$ cat src/rtl/ms_pwm_pkg.sv
package ms_pwm_pkg;

  // Action a channel takes on one count step
  typedef enum logic [1:0] {
    ACT_IDLE  = 2'd0,
    ACT_HALT  = 2'd1,
    ACT_LOAD  = 2'd2,
    ACT_COUNT = 2'd3
  } ch_act_e;

  // Master decision: stop beats start, start beats normal counting
  function automatic ch_act_e master_act(input logic step, input logic halt,
                                         input logic launch, input logic running,
                                         input logic at_zero);
    if (!step)                      return ACT_IDLE;
    if (halt)                       return ACT_HALT;
    if (launch || (running && at_zero)) return ACT_LOAD;
    if (running)                    return ACT_COUNT;
    return ACT_IDLE;
  endfunction

  // Pin selection between waveform and held value
  function automatic logic pin_level(input logic enable, input logic wave,
                                     input logic held);
    return enable ? wave : held;
  endfunction

endpackage

$ cat src/rtl/ms_pwm_trig.sv
module ms_pwm_trig (
  input  logic clk,
  input  logic rst_n,
  input  logic tick,
  input  logic start_trig,
  input  logic stop_trig,
  output logic go_start,
  output logic go_stop
);

  logic start_pend_q;
  logic stop_pend_q;
  logic want_start;
  logic want_stop;

  assign want_start = start_pend_q | start_trig;
  assign want_stop  = stop_pend_q | stop_trig;
  assign go_stop    = tick & want_stop;
  assign go_start   = tick & want_start & ~want_stop;

  always_ff @(posedge clk) begin
    if (!rst_n) begin
      start_pend_q <= 1'b0;
      stop_pend_q  <= 1'b0;
    end else if (tick) begin
      start_pend_q <= 1'b0;
      stop_pend_q  <= 1'b0;
    end else begin
      start_pend_q <= want_start;
      stop_pend_q  <= want_stop;
    end
  end

endmodule

$ cat src/rtl/ms_pwm_master.sv
module ms_pwm_master
  import ms_pwm_pkg::*;
#(
  parameter int unsigned CNT_W = 16
) (
  input  logic             clk,
  input  logic             rst_n,
  input  logic             tick,
  input  logic             go_start,
  input  logic             go_stop,
  input  logic [CNT_W-1:0] period_val,
  output logic             fire,
  output logic             irq,
  output logic [CNT_W-1:0] cnt_q
);

  localparam logic [CNT_W-1:0] ONE = {{(CNT_W-1){1'b0}}, 1'b1};

  function automatic logic [CNT_W-1:0] step_down(input logic [CNT_W-1:0] v);
    return v - ONE;
  endfunction

  logic    run_q;
  logic    at_zero;
  ch_act_e act;

  assign at_zero = (cnt_q == '0);
  assign act     = master_act(tick, go_stop, go_start, run_q, at_zero);
  assign fire    = (act == ACT_LOAD);

  always_ff @(posedge clk) begin
    if (!rst_n) begin
      run_q <= 1'b0;
      cnt_q <= '0;
      irq   <= 1'b0;
    end else begin
      irq <= fire;
      unique case (act)
        ACT_HALT:  run_q <= 1'b0;
        ACT_LOAD:  begin
          run_q <= 1'b1;
          cnt_q <= period_val;
        end
        ACT_COUNT: cnt_q <= step_down(cnt_q);
        default:   ;
      endcase
    end
  end

  logic past_ok;
  always_ff @(posedge clk) begin
    if (!rst_n) past_ok <= 1'b0;
    else        past_ok <= 1'b1;
  end

  // an event reloads the period value
  p_reload_r4: assert property (@(posedge clk) disable iff (!rst_n)
    past_ok && $past(fire) |-> cnt_q == $past(period_val));

  // no count step, no counter change
  p_hold_idle_r2: assert property (@(posedge clk) disable iff (!rst_n)
    past_ok && !$past(tick) |-> $stable(cnt_q));

  // stop keeps the count
  p_stop_hold_r8: assert property (@(posedge clk) disable iff (!rst_n)
    past_ok && $past(go_stop) |-> $stable(cnt_q) && !irq);

  // event pulse only after a count step
  p_irq_tick_r10: assert property (@(posedge clk) disable iff (!rst_n)
    past_ok && irq |-> $past(tick));

endmodule

$ cat src/rtl/ms_pwm_slave.sv
module ms_pwm_slave #(
  parameter int unsigned CNT_W = 16
) (
  input  logic             clk,
  input  logic             rst_n,
  input  logic             tick,
  input  logic             go_stop,
  input  logic             fire,
  input  logic [CNT_W-1:0] duty_val,
  output logic             lvl_q,
  output logic [CNT_W-1:0] cnt_q
);

  localparam logic [CNT_W-1:0] ONE = {{(CNT_W-1){1'b0}}, 1'b1};

  function automatic logic [CNT_W-1:0] step_down(input logic [CNT_W-1:0] v);
    return v - ONE;
  endfunction

  logic run_q;
  logic at_zero;
  logic expire;
  logic advance;

  assign at_zero = (cnt_q == '0);
  assign expire  = tick & ~go_stop & run_q & at_zero;
  assign advance = tick & ~go_stop & run_q & ~at_zero;

  always_ff @(posedge clk) begin
    if (!rst_n) begin
      run_q <= 1'b0;
      lvl_q <= 1'b0;
      cnt_q <= '0;
    end else if (tick) begin
      if (go_stop) begin
        run_q <= 1'b0;
      end else begin
        if (expire) begin
          lvl_q <= 1'b0;
          run_q <= 1'b0;
        end else if (advance) begin
          lvl_q <= 1'b1;
          cnt_q <= step_down(cnt_q);
        end
        if (fire) begin
          cnt_q <= duty_val;
          run_q <= 1'b1;
        end
      end
    end
  end

  logic past_ok;
  always_ff @(posedge clk) begin
    if (!rst_n) past_ok <= 1'b0;
    else        past_ok <= 1'b1;
  end

  // each master event loads the duty value
  p_duty_load_r5: assert property (@(posedge clk) disable iff (!rst_n)
    past_ok && $past(fire) |-> cnt_q == $past(duty_val));

  // level falls only from a zero slave count
  p_fall_zero_r5: assert property (@(posedge clk) disable iff (!rst_n)
    past_ok && $fell(lvl_q) |-> $past(cnt_q) == '0);

  // level rises only from a live nonzero count
  p_rise_live_r5: assert property (@(posedge clk) disable iff (!rst_n)
    past_ok && $rose(lvl_q) |-> $past(run_q) && $past(cnt_q) != '0);

  // stop keeps the level and the count
  p_stop_level_r8: assert property (@(posedge clk) disable iff (!rst_n)
    past_ok && $past(go_stop) |-> $stable(lvl_q) && $stable(cnt_q));

  // no count step, no level change
  p_level_idle_r2: assert property (@(posedge clk) disable iff (!rst_n)
    past_ok && !$past(tick) |-> $stable(lvl_q));

endmodule

$ cat src/rtl/ms_pwm_pair.sv
module ms_pwm_pair
  import ms_pwm_pkg::*;
#(
  parameter int unsigned CNT_W = 16
) (
  input  logic             clk,
  input  logic             rst_n,
  input  logic             cnt_en,
  input  logic [CNT_W-1:0] period_val,
  input  logic [CNT_W-1:0] duty_val,
  input  logic             start_trig,
  input  logic             stop_trig,
  input  logic             out_en,
  input  logic             out_hold,
  output logic             irq,
  output logic             pwm_pin,
  output logic [CNT_W-1:0] mst_count,
  output logic [CNT_W-1:0] slv_count
);

  logic go_start;
  logic go_stop;
  logic mst_fire;
  logic pwm_lvl;

  ms_pwm_trig u_trig (
    .clk        (clk),
    .rst_n      (rst_n),
    .tick       (cnt_en),
    .start_trig (start_trig),
    .stop_trig  (stop_trig),
    .go_start   (go_start),
    .go_stop    (go_stop)
  );

  ms_pwm_master #(.CNT_W(CNT_W)) u_master (
    .clk        (clk),
    .rst_n      (rst_n),
    .tick       (cnt_en),
    .go_start   (go_start),
    .go_stop    (go_stop),
    .period_val (period_val),
    .fire       (mst_fire),
    .irq        (irq),
    .cnt_q      (mst_count)
  );

  ms_pwm_slave #(.CNT_W(CNT_W)) u_slave (
    .clk      (clk),
    .rst_n    (rst_n),
    .tick     (cnt_en),
    .go_stop  (go_stop),
    .fire     (mst_fire),
    .duty_val (duty_val),
    .lvl_q    (pwm_lvl),
    .cnt_q    (slv_count)
  );

  assign pwm_pin = pin_level(out_en, pwm_lvl, out_hold);

endmodule

$ cat config.mk
export PLATFORM = sky130hd
export DESIGN_NAME = ms_pwm_pair
export DESIGN_NICKNAME = d
export VERILOG_FILES = /design/src/rtl/ms_pwm_pkg.sv /design/src/rtl/ms_pwm_trig.sv /design/src/rtl/ms_pwm_master.sv /design/src/rtl/ms_pwm_slave.sv /design/src/rtl/ms_pwm_pair.sv
export SDC_FILE = /design/constraint.sdc
export NUM_CORES = 1
export LEC_CHECK = 0
export ABC_CLOCK_PERIOD_IN_PS = 4900
export CORE_ASPECT_RATIO = 1.75
export CORE_MARGIN = 2
export CORE_UTILIZATION = 57
export DETAILED_ROUTE_END_ITERATION = 8
export DONT_BUFFER_PORTS = 1
export PLACE_DENSITY = 0.72
export SKIP_LAST_GASP = 1
export SLEW_MARGIN = 25
export SYNTH_ARGS = -nofsm -noshare
export SYNTH_HDL_FRONTEND = slang
export SYNTH_SLANG_ARGS = --single-unit
$ cat constraint.sdc
create_clock -name clk -period 4.9 [get_ports clk]
set_input_delay 1.47 -clock clk [delete_from_list [all_inputs] [get_ports clk]]
set_output_delay 1.47 -clock clk [all_outputs]
set_load 0.01 [all_outputs]
---- Word level (Yosys, flattened, before mapping) ----
Index checks and enable logic that the tools add are counted.
storage, ports and cells
  memories ................................ 0
  bits in latches ......................... 0
  word-level logic and storage cells ...... 68
  memory bits (writable) .................. 0
  bits of input ports ..................... 39
  bits in read-only memories .............. 0
  bits in registers ....................... 38
  output and inout bits ................... 34
cells by class
  add/subtract/negate cells ............... 2
  reductions and logical operators ........ 13
  mux-type cells .......................... 28
  multipliers ............................. 0
  bitwise gates (word level) .............. 13
  equality and inequality tests ........... 4
  shift operators ......................... 0
  divide/modulo/power cells ............... 0
  $lt $le $gt $ge ......................... 0
operator list
  kind                   number
  $mux 16                3
  $logic_not 16->1       2
  $pmux 16 s2            1
  $sub 16x1->16 const B  2
  $mux 2                 8
  $mux 1                 15
  $reduce_bool 2->1      4
  $and 1x1->1            7
  $eq 2x2->1 const B     2
  $not 1->1              4
  $reduce_and 4->1       1
  $reduce_and 3->1       1
  $reduce_bool 3->1      1
  $eq 2x1->1 const B     1
  $ne 2x2->1 const B     1
  $or 1x1->1             2
  $pmux 1 s2             1
  $reduce_and 2->1       1
  $reduce_or 2->1        1
  $logic_and 1x1->1      1
  $logic_or 1x1->1       1

---- Depth between registers and ports, before layout ----
  depth after elaboration ................. 17
  mapped depth ............................ 12

---- By module ----
From an unflattened synthesis, not the netlist that was laid out.
second synthesis, totals
  cell total of the unflattened synthesis .. 301
  area, all modules ....................... 2357.3 sq um
by module, submodules not included
  module         instances  sequential area each (sq um)  area each (sq um)  cells an instance
  ms_pwm_slave   1          360.3                         1141.1             156
  ms_pwm_master  1          360.3                         1122.3             135
  ms_pwm_trig    1          40.0                          78.8               9
  ms_pwm_pair    1          0.0                           15.0               1

---- Worst setup path before layout ----
No wires, ideal clock.
  path type ............................... input-to-reg
  start ................................... in stop_trig
  end ..................................... reg u_master.cnt_q[13]
  required time ........................... 4.814 ns
  setup slack ............................. 1.154 ns
  setup time .............................. 0.086 ns
  stages on the path ...................... 9
  buffers on the path ..................... 2
  arrival time ............................ 3.660 ns
  cell sequence ........................... nor3b_1 > o31a_1 > ha_1 > clkbuf_1 > clkinv_1 > nor2_1 > clkbuf_1 > nor3_1 > a211oi_1
on the way
  cells in the longest elaborated chain, start to end .. 12
  elaborated cells between the ends (all ways) .. 21
  those cells by class .................... eq/ne (2); mux (13); bitwise (4); reduce/logical (2)
ends and longest elaborated chain
  element                                           RTL line                            text
  start: declaration                                ms_pwm_pair.sv:12                   input logic stop_trig,
  $or 1x1->1 *                                      ms_pwm_trig.sv:17                   assign want_stop = stop_pend_q | stop_trig;
  $not 1->1                                         ms_pwm_trig.sv:19                   assign go_start = tick & want_start & ~want_stop;
  $and 1x1->1                                       ms_pwm_trig.sv:19
  $logic_or 1x1->1                                  ms_pwm_pkg.sv:17                    if (launch || (running && at_zero)) return ACT_LOAD;
  $mux 2 or $mux 1 (tied branches)                  ms_pwm_pkg.sv:17
  $mux 2 or $mux 1 (tied branches)                  ms_pwm_pkg.sv:18, ms_pwm_pkg.sv:17
  $mux 2 or $mux 1 (tied branches)                  ms_pwm_pkg.sv:19, ms_pwm_pkg.sv:16
  $mux 2                                            ms_pwm_pkg.sv:18                    if (running) return ACT_COUNT;
  $mux 2 *                                          ms_pwm_pkg.sv:17
  $mux 2 *                                          ms_pwm_pkg.sv:16                    if (halt) return ACT_HALT;
  $eq 2x2->1 *                                      n/a
  via mst_fire                                      ms_pwm_pair.sv:23                   logic mst_fire;
  $pmux 16 s2 or $reduce_bool 2->1 (tied branches)  n/a
  end signal: assignment                            ms_pwm_master.sv:42                 cnt_q <= period_val;
  end signal: assignment                            ms_pwm_master.sv:44                 ACT_COUNT: cnt_q <= step_down(cnt_q);
  end: declaration                                  ms_pwm_master.sv:14                 output logic [CNT_W-1:0] cnt_q
The timed path passes the listed nets; every way through them passes the cells marked *. The select of a mux whose other input is x is not followed.
A chain may end at the register's enable or synchronous reset.

---- Worst setup path in the final report ----
  start ................................... reg u_master.cnt_q[5]
  end ..................................... reg u_slave.cnt_q[1]
on the way
  cells in the longest elaborated chain, start to end .. 12
  elaborated cells between the ends (all ways) .. 17
  those cells by class .................... eq/ne (2); mux (10); reduce/logical (5)
ends and longest elaborated chain
  element                                                           RTL line                            text
  $logic_not 16->1 *                                                ms_pwm_master.sv:27                 assign at_zero = (cnt_q == '0);
  $logic_and 1x1->1 *                                               ms_pwm_pkg.sv:17
  $logic_or 1x1->1 *                                                ms_pwm_pkg.sv:17
  $mux 2 or $mux 1 (tied branches)                                  ms_pwm_pkg.sv:17
  $mux 2 or $mux 1 (tied branches)                                  ms_pwm_pkg.sv:18, ms_pwm_pkg.sv:17
  $mux 2 or $mux 1 (tied branches)                                  ms_pwm_pkg.sv:19, ms_pwm_pkg.sv:16
  $mux 2 *                                                          ms_pwm_pkg.sv:18
  $mux 2 *                                                          ms_pwm_pkg.sv:17
  $mux 2 *                                                          ms_pwm_pkg.sv:16
  $eq 2x2->1 *                                                      ms_pwm_master.sv:29                 assign fire = (act == ACT_LOAD);
  via mst_fire                                                      ms_pwm_pair.sv:23
  $ne 2x2->1 (no source line) or $reduce_bool 2->1 (tied branches)  n/a
  $reduce_and 4->1 (no source line)                                 n/a
  end signal: assignment                                            ms_pwm_slave.sv:43                  cnt_q <= step_down(cnt_q);
  end signal: assignment                                            ms_pwm_slave.sv:46                  cnt_q <= duty_val;
  end: declaration                                                  ms_pwm_slave.sv:11                  output logic [CNT_W-1:0] cnt_q
Marked as above.

==> impl_results.md <==
- Status: finished, final reports clean
- Clk sink count: 38
- Worst Min Path Start: u_trig.stop_pend_q
- Initial antenna violation count: 0
- Setup-failing EPs final: 0
- Total number of vias: 2106
- Top_reg_cell synth: dfxtp_1
- Post-synthesis area per instance: 7.72 um^2
- Clk Latency, worst-skew pair: 0.29 ns
- Combinational Power Share: 14.8%
- GRT overflow: 0
- Final Max Slew Viols: 0
- Area grow syn2layout: 4.20%
- CTS clk-pin slew, worst paths: 0.08 ns
- Yosys top cell area share: 34.9%
- Worst r2r src: u_master.cnt_q[5]
- Synth cell types: 49
- P_int: 0.449 mW
- Reg power frac: 52.7%
- N_diodes: 0
- WHS: 0.523 ns
- Tcrit/Tclk final: 70.1%
- Mux share of post-synthesis cell area: 1.49%
- GP Congestion: 0.770
- Synthesized Nets: 326
- Synth cell count leaders: nor2_1 (41), dfxtp_1 (38), a21oi_1 (34)
- Maximum VDD drop: 0.282 mV
- Setup TNS: 0 ns
- Seq/Total Area, Yosys: 34.9%
- Global-route wire length before repair: 9440 um
- Max Cap Viol: 0
- EDFF count, synth: 0
- Slew headroom: 35.5%
- Crit. End Element: flip-flop
- Worst Setup Start Kind: flip-flop
- Final Non-Filler Cells: 321
- Post-layout nets: 319
- Placed cells: 314
- Hold Crit Class: flip-flop to flip-flop
- GRT Overall Usage: 27.8%
- Ranking of synthesized cells by area: dfxtp_1 (35%), a21oi_1 (7.8%), nor2_1 (7.1%)
- Worst Tran Pin Value: 0.966 ns
- Post-cts sizing count: 0
- Post-synthesis compound-gate area fraction: 32.3%
- Setup bufs post-CTS: 0
- Clock buffer count from CTS: 5
- Avg Vias per Cell: 6.56
- I/O Buffers: 0
- CTS tree: built
- Largest net degree at the start of global routing: 47
- Hold buffers post-CTS: 0
- Largest area contributor in the netlist: dfxtp_1
- Vias in the first global route: 2003
- Clock period minus worst slack: 3.44 ns
- Sw frac: 29.2%
- Reg2reg end: u_slave.cnt_q[1]
- CP required: 5.04 ns
- Row count: 29
- Die W: 50.7 um
- Share of cells above drive strength 1: 5.82%
- Crit Path Class: flip-flop to flip-flop
- Hold path cells: 2
- Fmax: 291 MHz
- CTS Root Cell: clkbuf_8
- R2R depth: 13
- Synth async-reset ratio: 0%
- Post-synthesis simple-gate area fraction: 21.8%
- # H-tree levels: 2
- Adder-cell share of the synthesized area: 2.87%
- Max Root-Sink Buffers: 2
- Worst Skew: 0.00723 ns
- Pwr dens: 279 nW/um^2
- Die H: 85.8 um
- Total net switching power: 0.185 mW
- CP Max Fanout: 46
- Pleak: 0.888 nW
- Post-Route WL: 5770 um
- RSZ-0062 raised after global routing: no
- Core Region: 3630 um^2
- Number of I/O pins: 73
- Synth Warn #: 0
- Iteration-0 DRC Markers: 45
- Synthesized area: 2180 um^2
- Fin. Hold Viols: 0
- Largest family of logic cells by synthesized area: compound AO/OA/AOI/OAI gates
- Post-DRT Antenna Nets: 0
- Most frequent cell after synthesis: nor2_1
- Syn Inst Count: 282
- # DRC: 0
- Initial DRT Pass Iterations: 5
- Register-to-register path setup slack: 1.46 ns
- Initial core utilization: 60.0%
- Worst EP arrival: 3.57 ns
- Clock network power share: 32.6%
- Post-Synth XOR/XNOR Area: 1.21%
- DPL Wire Length: 4180 um
- DR WL/cell: 18.0 um
- Hold Path End: u_trig.stop_pend_q
- Filler instances: 357
- Seq cells post-synth: 38
- Die area: 4350 um^2
-- worst max-delay path: stages (launching register included) --
cell,delay (ns)
dfxtp_1,0.39
nor3_1,0.21
buf_4,0.18
nand3_1,0.16
nor4_1,0.32
a31oi_1,0.21
o31ai_1,0.30
ha_1,0.22
buf_4,0.40
o21a_1,0.21
o31ai_4,0.07
buf_4,0.24
a211oi_1,0.28
a211oi_2,0.07
-- worst max-delay path by stage --
| stage | slack (ns) | start | cells past startpoint | to |
|---|---|---|---|---|
| finish | 1.46 | u_master.cnt_q[5] | 13 | u_slave.cnt_q[1] |
| global route | 1.10 | u_master.cnt_q[5] | 13 | u_slave.cnt_q[1] |
| CTS | 1.46 | u_master.cnt_q[5] | 13 | u_slave.cnt_q[1] |
| detailed placement | 1.20 | start_trig | 10 | u_master.cnt_q[15] |
| global placement | 1.22 | start_trig | 10 | u_master.cnt_q[15] |
| floorplan | 1.15 | stop_trig | 9 | u_master.cnt_q[13] |
-- final cells by class --
cell class | count | area, um^2 | area share [%]
multi-input cells | 216 | 1300 | 57.3
inverters | 9 | 33.8 | 1.49
well taps | 46 | 57.6 | 2.54
clock buffers | 5 | 68.8 | 3.03
flip-flops and latches | 38 | 761 | 33.5
clock inverters | 2 | 10.0 | 0.441
repair buffers | 5 | 37.5 | 1.65
-- sequential cells by signal (all words and copies together) (netlist names) --
name,cells
u_slave.lvl_q,1
u_slave.cnt_q,16
u_master.cnt_q,16
u_slave.run_q,1
u_trig.start_pend_q,1
u_master.run_q,1
u_master.irq,1
u_trig.stop_pend_q,1
-- metal layers --
metal,track usage [%],vias up,part of all wire [%]
li1,-,1037,-
met1,30.2,1002,38
met2,51.6,57,55
met3,5.40,10,5.1
met4,10.6,0,2.1
met5,0,-,0
-- stage by stage --
stage	instance area, um^2	worst slack, ns	utilization [%]	power (mW)
2_1_floorplan	2180	1.15	-	0.415
6_report	2270	1.46	62.5	0.634
5_1_grt	2270	1.10	62.5	0.660
3_5_place_dp	2190	1.20	60.3	0.434
4_1_cts	2270	1.46	62.5	0.638
3_3_place_gp	2190	1.22	60.3	0.433
-- kinds of logic after synthesis --
logic type      count (synthesis)
buf+inv                        28
mux                             3
simple gates                  102
fa+ha+maj                       5
compound gates                103
flops                          38
xor+xnor                        3
-- placed cells by master (no fill, tap or decap), types with 2 or more instances in the layout --
cell       n
inv_1      8
a31oi_1    4
or4_1      4
nor3b_1    2
nand2_1   22
o31ai_1   10
o21ai_0    8
o31a_1     3
nand2b_1   3
o211ai_1  11
o21a_1     3
a211oi_1   4
nand3_1    3
o22ai_1    3
nor2_1    41
or3_1      2
clkbuf_8   5
nor3_1    14
buf_4      5
a22oi_1    6
ha_1       5
xor2_1     2
a22o_1     2
dfxtp_1   38
nor4_1     5
a311oi_1   2
a21oi_1   34
mux2_2     2
o311ai_0   4
clkinv_2   2
-- power groups by stage --
stage	clock, mW	sequential (mW)	combinational, mW
final	0.206	0.334	0.0936
after detailed placement	0	0.341	0.0931
after global routing	0.219	0.336	0.105
after floorplan	0	0.338	0.0773
after CTS	0.211	0.334	0.0937
after global placement	0	0.341	0.0921
(Power assumes the default switching activity.)
